`config.mk`:
```
export PLATFORM = sky130hd
export DESIGN_NAME = dma_slave_ctrl
export DESIGN_NICKNAME = d
export VERILOG_FILES = /design/src/rtl/dma_slv_pkg.sv /design/src/rtl/dma_len_select.sv /design/src/rtl/dma_ack_detect.sv /design/src/rtl/dma_chan.sv /design/src/rtl/dma_slave_ctrl.sv
export SDC_FILE = /design/constraint.sdc
export NUM_CORES = 1
export LEC_CHECK = 0
export ABC_AREA = 1
export BUFFER_PORTS_ARGS = -buffer_cell sky130_fd_sc_hd__buf_2
export CAP_MARGIN = 20
export CELL_PAD_IN_SITES_DETAIL_PLACEMENT = 1
export CELL_PAD_IN_SITES_GLOBAL_PLACEMENT = 1
export CORE_MARGIN = 2
export CORE_UTILIZATION = 30
export DETAILED_ROUTE_END_ITERATION = 7
export PLACE_DENSITY_LB_ADDON = 0.1
export SLEW_MARGIN = 0
export SYNTH_ARGS = -nofsm -noshare
export SYNTH_HDL_FRONTEND = slang
export SYNTH_SLANG_ARGS = --single-unit
export TNS_END_PERCENT = 20
```
`constraint.sdc`:
```
create_clock -name clk -period 1.6 [get_ports clk]
set_clock_uncertainty 0.2 [all_clocks]
set_input_delay 0.24 -clock clk [delete_from_list [all_inputs] [get_ports clk]]
set_output_delay 0.24 -clock clk [all_outputs]
set_load 0.02 [all_outputs]
```
`src/rtl/dma_slv_pkg.sv`:
```
package dma_slv_pkg;

    localparam int HW_W  = 16;
    localparam int DCFG_W = 4;
    localparam int IE_W  = 8;

    localparam int HW_REQ_POL_BIT  = 5;
    localparam int HW_ACK_POL_BIT  = 6;
    localparam int HW_ACK_MODE_BIT = 8;
    localparam int DCFG_DIRECT_BIT = 3;
    localparam int IE_EOT_BIT      = 3;

    typedef enum logic {
        ACK_LEVEL = 1'b0,
        ACK_EDGE  = 1'b1
    } ack_mode_e;

    typedef struct packed {
        logic      req_high;
        logic      ack_high;
        ack_mode_e ack_mode;
        logic      direct;
        logic      eot_en;
    } chan_cfg_t;

    function automatic chan_cfg_t decode_cfg(
        input logic [HW_W-1:0]   hw,
        input logic [DCFG_W-1:0] dc,
        input logic [IE_W-1:0]   ie
    );
        chan_cfg_t c;
        c.req_high = hw[HW_REQ_POL_BIT];
        c.ack_high = hw[HW_ACK_POL_BIT];
        c.ack_mode = ack_mode_e'(hw[HW_ACK_MODE_BIT]);
        c.direct   = dc[DCFG_DIRECT_BIT];
        c.eot_en   = ie[IE_EOT_BIT];
        return c;
    endfunction

endpackage

```
`src/rtl/dma_len_select.sv`:
```
module dma_len_select #(
    parameter int LEN_W = 16
) (
    input  logic             direct,
    input  logic [LEN_W-1:0] dir_len,
    input  logic [LEN_W-1:0] xfer_cnt,
    output logic [LEN_W-1:0] load_len,
    output logic             bad_cfg
);
    always_comb begin
        bad_cfg = direct && (xfer_cnt != LEN_W'(1));
        if (bad_cfg)
            load_len = '0;
        else if (direct)
            load_len = dir_len;
        else
            load_len = xfer_cnt;
    end
endmodule

```
`src/rtl/dma_ack_detect.sv`:
```
module dma_ack_detect
    import dma_slv_pkg::*;
(
    input  logic      clk,
    input  logic      rst,
    input  logic      dack_pin,
    input  logic      ack_high,
    input  ack_mode_e ack_mode,
    input  logic      enable,
    output logic      ack_event
);
    logic level_on;
    logic prev_on;

    assign level_on = (dack_pin == ack_high);

    always_ff @(posedge clk) begin
        if (rst)
            prev_on <= 1'b0;
        else
            prev_on <= level_on;
    end

    always_comb begin
        if (ack_mode == ACK_EDGE)
            ack_event = enable && level_on && !prev_on;
        else
            ack_event = enable && level_on;
    end

    // edge mode never accepts two words on consecutive clocks
    a_r7_edge_single: assert property (@(posedge clk) disable iff (rst)
        (ack_event && ack_mode == ACK_EDGE) |=> (!ack_event || ack_mode != ACK_EDGE));
endmodule

```
`src/rtl/dma_chan.sv`:
```
module dma_chan
    import dma_slv_pkg::*;
#(
    parameter int LEN_W  = 16,
    parameter int ADDR_W = 10
) (
    input  logic              clk,
    input  logic              rst,
    input  chan_cfg_t         cfg,
    input  logic [LEN_W-1:0]  dir_len,
    input  logic [LEN_W-1:0]  xfer_cnt,
    input  logic              start,
    input  logic              irq_clr,
    input  logic              dack,
    output logic              dreq,
    output logic              irq,
    output logic              cfg_err,
    output logic              mem_strobe,
    output logic [ADDR_W-1:0] mem_addr
);
    localparam logic [LEN_W-1:0] WORD_BYTES = LEN_W'(2);

    logic [LEN_W-1:0]  remaining;
    logic [ADDR_W-1:0] word_addr;
    logic [LEN_W-1:0]  load_len;
    logic              bad_cfg;
    logic              busy;
    logic              ack_event;
    logic              last_word;
    logic              req_act;
    logic              eot_sts;

    dma_len_select #(.LEN_W(LEN_W)) u_len (
        .direct   (cfg.direct),
        .dir_len  (dir_len),
        .xfer_cnt (xfer_cnt),
        .load_len (load_len),
        .bad_cfg  (bad_cfg)
    );

    assign busy = (remaining != '0);

    dma_ack_detect u_ack (
        .clk       (clk),
        .rst       (rst),
        .dack_pin  (dack),
        .ack_high  (cfg.ack_high),
        .ack_mode  (cfg.ack_mode),
        .enable    (busy && !start),
        .ack_event (ack_event)
    );

    assign last_word = ack_event && (remaining <= WORD_BYTES);
    assign req_act   = busy && !last_word;

    always_ff @(posedge clk) begin
        if (rst) begin
            remaining <= '0;
            word_addr <= '0;
            cfg_err   <= 1'b0;
        end else if (start) begin
            remaining <= load_len;
            word_addr <= '0;
            cfg_err   <= bad_cfg;
        end else if (ack_event) begin
            remaining <= last_word ? '0 : remaining - WORD_BYTES;
            word_addr <= word_addr + ADDR_W'(1);
        end
    end

    always_ff @(posedge clk) begin
        if (rst)
            eot_sts <= 1'b0;
        else if (last_word)
            eot_sts <= 1'b1;
        else if (irq_clr)
            eot_sts <= 1'b0;
    end

    assign dreq       = cfg.req_high ? req_act : !req_act;
    assign irq        = eot_sts && cfg.eot_en;
    assign mem_strobe = ack_event;
    assign mem_addr   = word_addr;

    // each accepted word removes two bytes, saturating at zero
    a_r6_count_step: assert property (@(posedge clk) disable iff (rst)
        ack_event |=> remaining == (($past(remaining) > WORD_BYTES) ?
                                     $past(remaining) - WORD_BYTES : '0));

    // each accepted word advances the buffer address by one
    a_r6_addr_step: assert property (@(posedge clk) disable iff (rst)
        ack_event |=> word_addr == $past(word_addr) + ADDR_W'(1));

    // an idle channel keeps its address and count
    a_r11_idle_hold: assert property (@(posedge clk) disable iff (rst)
        (!busy && !start) |=> (remaining == '0 && $stable(word_addr)));

    // a bad direct-mode setup raises the error and never requests
    a_r3_bad_direct: assert property (@(posedge clk) disable iff (rst)
        (start && cfg.direct && xfer_cnt != LEN_W'(1)) |=> (cfg_err && !busy));

    // the final word sets the completion flag
    a_r9_eot_set: assert property (@(posedge clk) disable iff (rst)
        last_word |=> eot_sts);

    // the completion flag holds until a clear
    a_r10_sticky: assert property (@(posedge clk) disable iff (rst)
        (eot_sts && !irq_clr) |=> eot_sts);
endmodule

```
`src/rtl/dma_slave_ctrl.sv`:
```
module dma_slave_ctrl
    import dma_slv_pkg::*;
#(
    parameter int NCH    = 2,
    parameter int LEN_W  = 16,
    parameter int ADDR_W = 10
) (
    input  logic                        clk,
    input  logic                        rst,
    input  logic [NCH-1:0][HW_W-1:0]    hw_cfg_i,
    input  logic [NCH-1:0][DCFG_W-1:0]  dma_cfg_i,
    input  logic [NCH-1:0][IE_W-1:0]    int_en_i,
    input  logic [NCH-1:0][LEN_W-1:0]   dir_len_i,
    input  logic [NCH-1:0][LEN_W-1:0]   xfer_cnt_i,
    input  logic [NCH-1:0]              start_i,
    input  logic [NCH-1:0]              irq_clr_i,
    input  logic [NCH-1:0]              dack_i,
    output logic [NCH-1:0]              dreq_o,
    output logic [NCH-1:0]              irq_o,
    output logic [NCH-1:0]              cfg_err_o,
    output logic [NCH-1:0]              mem_strobe_o,
    output logic [NCH-1:0][ADDR_W-1:0]  mem_addr_o
);
    // one independent engine per channel
    for (genvar c = 0; c < NCH; c++) begin : g_ch
        chan_cfg_t cfg;
        assign cfg = decode_cfg(hw_cfg_i[c], dma_cfg_i[c], int_en_i[c]);

        dma_chan #(
            .LEN_W  (LEN_W),
            .ADDR_W (ADDR_W)
        ) u_chan (
            .clk        (clk),
            .rst        (rst),
            .cfg        (cfg),
            .dir_len    (dir_len_i[c]),
            .xfer_cnt   (xfer_cnt_i[c]),
            .start      (start_i[c]),
            .irq_clr    (irq_clr_i[c]),
            .dack       (dack_i[c]),
            .dreq       (dreq_o[c]),
            .irq        (irq_o[c]),
            .cfg_err    (cfg_err_o[c]),
            .mem_strobe (mem_strobe_o[c]),
            .mem_addr   (mem_addr_o[c])
        );
    end
endmodule

```
==> results.yml, run 1 <==
status:
  status: "complete, but fails checks"
  violations: "negative setup slack"
synth:
  ys_ff_latch: 58
  syn-cell-area_mm2: 0.00435
  ys_top_cells_by_area: "dfxtp_1 (27%), nand2_1 (20%), nand3_1 (7.6%)"
  synth.distinct_cells: 27
  yosysWarnings: 0
  seq_area_frac_synth_pct: 26.7
  yosysTopAreaCell: "dfxtp_1"
  synth.avg_cell_area_um2: 5.92
  yosys.area.top_type_share_pct: 26.7
  syn_inst: 735
  syn_nets: 867
power:
  p_total_w: 0.00545
  p_leak_nw: 3.17
  power_density_mw_per_mm2: 873
  vdd_drop_max_v: 0.000536
detailed_routing:
  post_drt_via_cell_ratio: 4.75
  route.detailed.drc: 0
  vias: 5167
  first_pass_iters: 4
  drt-total-wl_um: 14700
  drtAntennaViolNets: 0
  drtIter0Drc: 207
  routedWlPerCell_um: 13.5
grt:
  grt_pass1_wl_um: 24900
  antenna_found_initial: 0
  grt_max_degree: 34
  grt_pass1_vias: 5275
  grt_overflow: 0
  grt_use_total_pct: 19.0
cells_and_area:
  nFillCells: 1870
  drive_gt1_share_pct: 32.9
  area_growth_pct: 43.5
  final_cell_mix: "nand2_1 (224), buf_2 (106), buf_4 (74), inv_1 (68), nor2_1 (66)"
  diodes: 0
  fin_cells: 1088
  final_common_cell: "nand2_1"
  nNetsFinal: 1036
clock_network:
  root_buffer: "clkbuf_16"
  cts_sinks: 58
  clock_latency_ns: 0.32
  htreeDepth: 3
  clock_path_buffers: 2
  cts_tree: "done"
  tritoncts.num_buffers: 9
  path_clk_slew_ns: 0.05
die:
  chipHeight_um: 124
  dieArea_mm2: 0.0155
  initial_core_util_pct: 31.0
  fp.coreArea_mm2: 0.0140
  rows: 43
  boundaryPins: 156
  die_x_um: 124
worst_setup_path:
  crit_chain: "nor2_2, nand2_2, nor2_4, nand2_1, nor2_2, nand2_2, nand2_2, xor2_2, buf_4"
  crit_type: "reg -> out"
  cp.required_ns: 1.16
  cp-end-kind: "primary output"
  cp_common_cell: "nand2_2"
  reg2reg_depth: 11
  critPathMaxStageDelay_ns: 0.33
  r2r_slack_ns: -0.11
  crit_slowest_cell: "dfxtp_2"
  cp.arrival_ns: 1.61
  critPathMaxFanout: 3
  worst_setup_path_start_kind: "flip-flop"
timing:
  slew_viol_final: 0
  fin_crit_sh_pct: 128
  hold_viol: 0
  worstMarginPinSlew_ns: 0.497
  rsz0062_at_grt: "yes"
  setup_viol: 34
  fin_ws_ns: -0.445
  min_period_ns: 2.05
  slew_headroom_pct: 66.7
  fmax_mhz: 489
job:
  max-cap-violations: 0
placement:
  dp.cells: 1061
  dpl.hpwl_um: 10900
  numPortBuffers: 109
  place_congestion: 0.774
min_path:
  hold_path_class: "in -> reg"
  hold_depth: 2
critical path: cells and delay by family, from the launching register on:
family	cells	cell delay [ns]
simple gates	7	0.67
xor+xnor	1	0.13
buf+inv	1	0.15
flops	1	0.33
registers in the layout, summed over array words and instances (netlist names):
register                   cells
g_ch.u_chan.cfg_err            2
g_ch.u_chan.eot_sts            2
g_ch.u_chan.mem_addr          20
g_ch.u_chan.remaining         32
g_ch.u_chan.u_ack.prev_on      2
synthesized netlist by cell type (all sizes together):
cell and count:
clkinv 2, buf 25, dfxtp 58, a21oi 56, clkbuf 12, o21bai 1, inv 71, nand4 2
nand3 66, and2 2, nor2 97, nor3 5, xnor2 13, xor2 19, o21ai 46, nand2 247
and3 1, nand3b 8, ha 4
stage by stage:
stage	hold WS (ns)	TNS, ns	setup WS (ns)	instance area (um2)	util, %
final	0.0136	-2.94	-0.445	6240	44.4
after global routing	0.0380	-8.17	-0.553	6240	44.4
after CTS	0.00988	-4.57	-0.470	6090	43.4
after detailed placement	0.257	-6.02	-0.221	5500	39.2
after global placement	0.261	-2.60	-0.191	5500	39.2
after floorplan	0.109	-0.310	-0.158	4360	-
per-layer routing:
metal,vias to the layer above,track usage [%],part of all wire (%)
met1,2383,26.6,50
met4,0,4.76,1.2
met3,11,2.75,4.9
li1,2645,-,-
met5,-,0,0
met2,128,30.5,44
report_power, final:
group / internal (W) / switching (W)
sequential: 0.00155 / 0.0000868
combinational: 0.000860 / 0.00108
clock: 0.00120 / 0.000666
final timing paths:
path | startpoint | to
setup / recovery | g_ch[0].u_chan.remaining[11] | dreq_o[0]
hold / removal | rst | g_ch[0].u_chan.remaining[0]
hold reg to reg | g_ch[1].u_chan.eot_sts | g_ch[1].u_chan.eot_sts
setup reg to reg | g_ch[1].u_chan.remaining[9] | g_ch[1].u_chan.remaining[13]
kinds of logic after synthesis:
kind of cell               share of synthesized area, %
buffers and inverters                              11.7
AOI/OAI and AO/OA                                  12.2
and+or+nand+nor                                    41.9
DFF                                                26.7
xor gates and xnor gates                           6.45
adders and majority gates                          1.15
final cells by class:
type	count	area [um2]	share of cell area, %
Clock buffer	13	280	4.49
Clock inverter	2	10.0	0.160
Inverter	73	277	4.43
Multi-Input combinational cell	570	3010	48.3
Sequential cell	58	1170	18.8
Tap cell	180	225	3.61
Timing Repair Buffer	192	1260	20.2
repair_timing:
| item | in CTS | in global routing |
|---|---|---|
| buffers inserted | 5 | 2 |
| pin swaps | 36 | 12 |
| cloned | 3 | 0 |
| gates resized for setup | 79 | 50 |
| endpoints found under the setup margin | 58 | 58 |
| hold buffers | 2 | 0 |
| hold endpoints to repair | 2 | 0 |
Power figures use the tool's default switching activity.
==> run 2, diff against run 1 <==
CELL_PAD_IN_SITES_DETAIL_PLACEMENT = unset   (was 1)
CELL_PAD_IN_SITES_GLOBAL_PLACEMENT = unset   (was 1)
CORE_UTILIZATION = 45   (was 30)
PLACE_DENSITY = 0.73   (was unset)
PLACE_DENSITY_LB_ADDON = unset   (was 0.1)
clock period = 2.25 ns   (was 1.6 ns; I/O delays follow)
==> results.yml, run 2 (synthesis gave the netlist of run 1 again) <==
status:
  status: "completed"
grt:
  grt_max_degree: 34
  grt_pass1_wl_um: 18300
  grt_use_total_pct: 21.1
  grt_overflow: 0
  grt_pass1_vias: 4291
  antenna_found_initial: 0
die:
  boundaryPins: 156
  rows: 35
  fp.coreArea_mm2: 0.00933
  dieArea_mm2: 0.0105
  initial_core_util_pct: 46.6
  chipHeight_um: 102
  die_x_um: 102
timing:
  fin_ws_ns: 0.0697
  hold_viol: 0
  slew_headroom_pct: 68.7
  slew_viol_final: 0
  rsz0062_at_grt: "yes"
  fin_crit_sh_pct: 96.9
  min_period_ns: 2.18
  setup_viol: 0
  whs_ns: 0.0630
  fmax_mhz: 459
  tns_ns: 0
  worstMarginPinSlew_ns: 0.468
worst_setup_path:
  r2r_slack_ns: 0.29
  cp.required_ns: 1.71
  cp_common_cell: "nand2_2"
  cp-end-kind: "primary output"
  regToRegEndpoint: "g_ch[0].u_chan.remaining[14]"
  critPathMaxStageDelay_ns: 0.36
  crit_chain: "nor2_4, nand2_2, nor2_4, nand2_2, nor2_2, nand2_2, nand2_2, xor2_1, buf_4"
  worst_setup_path_start_kind: "flip-flop"
  cp.buffers_inverters: 1
  crit_slowest_cell: "dfxtp_4"
  crit_type: "reg -> out"
  cp.arrival_ns: 1.64
  critPathMaxFanout: 4
  reg2reg_depth: 15
  rr_startpoint: "g_ch[0].u_chan.remaining[11]"
  crit_family: "simple AND/OR/NAND/NOR gates"
  cp_num_cells: 9
clock_network:
  path_clk_slew_ns: 0.07
  tritoncts.num_buffers: 9
  root_buffer: "clkbuf_8"
  clock_latency_ns: 0.34
  cts_sinks: 58
  cts_tree: "done"
  htreeDepth: 3
  clock_path_buffers: 2
detailed_routing:
  vias: 4834
  drt-total-wl_um: 11100
  drtAntennaViolNets: 0
  post_drt_via_cell_ratio: 4.90
  first_pass_iters: 5
  routedWlPerCell_um: 11.3
  route.detailed.drc: 0
  drtIter0Drc: 293
cells_and_area:
  final_cell_mix: "nand2_1 (230), buf_2 (107), nor2_1 (77), inv_1 (71), nand3_1 (66)"
  final_common_cell: "nand2_1"
  nFillCells: 948
  nNetsFinal: 984
  diodes: 0
  largest-register: "g_ch.u_chan.remaining"
  stdcell_area_mm2: 0.00540
  area_growth_pct: 24.3
  drive_gt1_share_pct: 25.4
  largest_register_ff_count: 32
  postLayoutCoreUtil_pct: 57.9
min_path:
  hold_depth: 4
  holdPathEnd: "g_ch[1].u_chan.eot_sts"
  hold_path_class: "in -> reg"
  hp-start: "irq_clr_i[1]"
placement:
  dp_slack_ns: 0.248
  dpl.hpwl_um: 7860
  place_congestion: 0.867
  numPortBuffers: 109
  placedInstanceArea_mm2: 0.00491
job:
  max-cap-violations: 0
power:
  vdd_drop_max_v: 0.000302
  p_leak_nw: 2.80
  power_density_mw_per_mm2: 584
-- run 2: routing by layer --
metal / GRT usage [%] / part of all wire, %
met2: 34.9 / 45
met3: 2.80 / 5.5
met4: 7.90 / 1.5
met1: 28.1 / 48
met5: 0 / 0
-- run 2: stage by stage --
step	instances	power, W
5_1_grt	986	0.00336
4_1_cts	980	0.00310
3_5_place_dp	946	0.00208
2_1_floorplan	735	0.00187
6_report	986	0.00315
3_3_place_gp	946	0.00206
-- run 2: worst max-delay path by stage --
stage / from / endpoint
5_1_grt: g_ch[1].u_chan.remaining[8] / dreq_o[1]
3_3_place_gp: hw_cfg_i[22] / dreq_o[1]
2_1_floorplan: g_ch[0].u_chan.remaining[8] / dreq_o[0]
4_1_cts: g_ch[1].u_chan.remaining[14] / dreq_o[1]
6_report: g_ch[0].u_chan.remaining[11] / dreq_o[0]
3_5_place_dp: hw_cfg_i[22] / dreq_o[1]
-- run 2: where the power goes --
group | total, W | switching (W) | internal [W]
Sequential | 0.00120 | 0.0000913 | 0.00110
Combinational | 0.00103 | 0.000595 | 0.000440
Clock | 0.000923 | 0.000420 | 0.000503
Total | 0.00315 | 0.00111 | 0.00205
-- run 2: worst register-to-register path, stage by stage, from the launching register on --
cell     delay [ns]
dfxtp_4        0.36
nor2_4         0.12
buf_4          0.12
buf_4          0.09
buf_4          0.08
buf_4          0.09
buf_4          0.09
buf_4          0.09
nand2_1        0.04
nor2_1         0.12
nand2_1        0.06
nand2_1        0.07
nand2_1        0.06
inv_1          0.05
nand3_1        0.08
a21oi_1        0.15
-- run 2: cell type report --
| class | instances | area (um2) | share of cell area (%) |
|---|---|---|---|
| Tap cell | 129 | 161 | 2.99 |
| Multi-Input combinational cell | 567 | 2760 | 51.1 |
| Clock buffer | 10 | 128 | 2.36 |
| Timing Repair Buffer | 143 | 818 | 15.1 |
| Clock inverter | 6 | 57.6 | 1.07 |
| Inverter | 73 | 274 | 5.07 |
| Sequential cell | 58 | 1200 | 22.3 |
-- run 2: what timing repair did --
| action | in CTS | in global routing |
|---|---|---|
| setup endpoints to repair | 2 | 2 |
| buffers inserted | 18 | 6 |
| resized for setup | 16 | 36 |
| hold buffers | 0 | 0 |
| pin swaps | 10 | 16 |
==> run 3, diff against run 2 <==
CTS_BUF_LIST = sky130_fd_sc_hd__clkbuf_8 sky130_fd_sc_hd__clkbuf_16   (was unset)
==> results.yml, run 3 (synthesis gave the netlist of run 1 again) <==
status:
  status: "completed"
cells_and_area:
  final_cell_mix: "nand2_1 (230), buf_2 (107), nor2_1 (77), inv_1 (72), nand3_1 (66)"
  stdcell_area_mm2: 0.00540
  regArea_mm2: 0.00120
  diodes: 0
  area_growth_pct: 24.3
  largest-register: "g_ch.u_chan.remaining"
  nNetsFinal: 984
  multi_input_area_mm2: 0.00276
  final_common_cell: "nand2_1"
  largest_register_ff_count: 32
  postLayoutCoreUtil_pct: 57.9
  nFillCells: 948
  drive_gt1_share_pct: 25.4
power:
  vdd_drop_max_v: 0.000302
  power_density_mw_per_mm2: 583
  p_leak_nw: 2.81
  p_total_w: 0.00315
detailed_routing:
  post_drt_via_cell_ratio: 4.90
  route.detailed.drc: 0
  vias: 4831
  drtAntennaViolNets: 0
  first_pass_iters: 4
  routedWlPerCell_um: 11.3
  drtIter0Drc: 290
  drt-total-wl_um: 11200
grt:
  grt_max_degree: 34
  grt_pass1_wl_um: 18300
  grt_use_total_pct: 21.1
  grt_overflow: 0
  grt_pass1_vias: 4291
  antenna_found_initial: 0
worst_setup_path:
  rr_startpoint: "g_ch[0].u_chan.remaining[11]"
  critPathMaxFanout: 4
  cp-end-kind: "primary output"
  r2r_slack_ns: 0.29
  regToRegEndpoint: "g_ch[0].u_chan.remaining[14]"
  worst_setup_path_start_kind: "flip-flop"
  crit_type: "reg -> out"
  cp.required_ns: 1.71
  reg2reg_depth: 15
  cp.arrival_ns: 1.64
timing:
  tns_ns: 0
  hold_viol: 0
  fmax_mhz: 459
  slew_viol_final: 0
  fin_crit_sh_pct: 96.9
  rsz0062_at_grt: "yes"
  worstMarginPinSlew_ns: 0.463
  min_period_ns: 2.18
  slew_headroom_pct: 69.1
  setup_viol: 0
placement:
  place_congestion: 0.867
  dpl.hpwl_um: 7860
  placedInstanceArea_mm2: 0.00491
  numPortBuffers: 109
clock_network:
  hold_buffers: 0
  cts_tree: "done"
  root_buffer: "clkbuf_8"
  cts_sinks: 58
  path_clk_slew_ns: 0.07
  htreeDepth: 3
  clock_path_buffers: 2
  clock_latency_ns: 0.34
  tritoncts.num_buffers: 9
die:
  die_x_um: 102
  boundaryPins: 156
  dieArea_mm2: 0.0105
  initial_core_util_pct: 46.6
  rows: 35
  fp.coreArea_mm2: 0.00933
  chipHeight_um: 102
min_path:
  holdPathEnd: "g_ch[1].u_chan.eot_sts"
  hold_depth: 4
  hp-start: "irq_clr_i[1]"
  hold_path_class: "in -> reg"
job:
  max-cap-violations: 0
[run 3: cell count changes in the layout (fill, tap and decap cells not counted)]
cell and change:
inv_1 +1, clkbuf_1 -1
[run 3: final cells by class]
class | count | share of cell area [%]
inverters | 73 | 5.07
multi-input cells | 567 | 51.1
well taps | 129 | 2.99
flip-flops and latches | 58 | 22.3
clock inverters | 7 | 1.13
repair buffers | 143 | 15.1
clock buffers | 9 | 2.29
[run 3: worst max-delay path by stage]
stage          cells past startpoint        end                          from  slack (ns)
2_1_floorplan                      9  dreq_o[0]   g_ch[0].u_chan.remaining[8]        0.38
3_3_place_gp                       8  dreq_o[1]                  hw_cfg_i[22]        0.26
3_5_place_dp                       8  dreq_o[1]                  hw_cfg_i[22]        0.25
4_1_cts                            9  dreq_o[1]  g_ch[1].u_chan.remaining[14]      0.0007
5_1_grt                            9  dreq_o[1]   g_ch[1].u_chan.remaining[8]       -0.02
6_report                           9  dreq_o[0]  g_ch[0].u_chan.remaining[11]        0.07
[run 3: stage by stage]
step	instances	setup slack (ns)	hold slack, ns
after CTS	980	0.000675	0.0450
after detailed placement	946	0.248	0.263
after global routing	986	-0.0198	0.0818
after global placement	946	0.259	0.261
final	986	0.0703	0.0630
after floorplan	735	0.381	0.207
[run 3: worst max-delay path: stages (launching register included)]
cell and delay (ns):
dfxtp_4 0.36, nor2_4 0.12, nand2_2 0.09, nor2_4 0.13
nand2_2 0.06, nor2_2 0.11, nand2_2 0.07, nand2_2 0.06
xor2_1 0.15, buf_4 0.16
[run 3: timing repair]
action                     in CTS  in global routing
setup buffers                  18                  6
gates resized for setup        16                 36
setup endpoints to repair       2                  2
pin swaps                      10                 16
[run 3: per-layer routing]
| metal | track usage [%] | up-vias | share of wire (%) |
|---|---|---|---|
| met5 | 0 | - | 0 |
| met4 | 7.90 | 0 | 1.4 |
| met3 | 2.80 | 16 | 5.4 |
| met2 | 34.9 | 153 | 45 |
| met1 | 28.1 | 2124 | 48 |
| li1 | - | 2538 | - |
[run 3: report_power, final]
part           switching (W)  internal [W]
Combinational       0.000596      0.000440
Clock               0.000420      0.000499
Sequential         0.0000912       0.00110
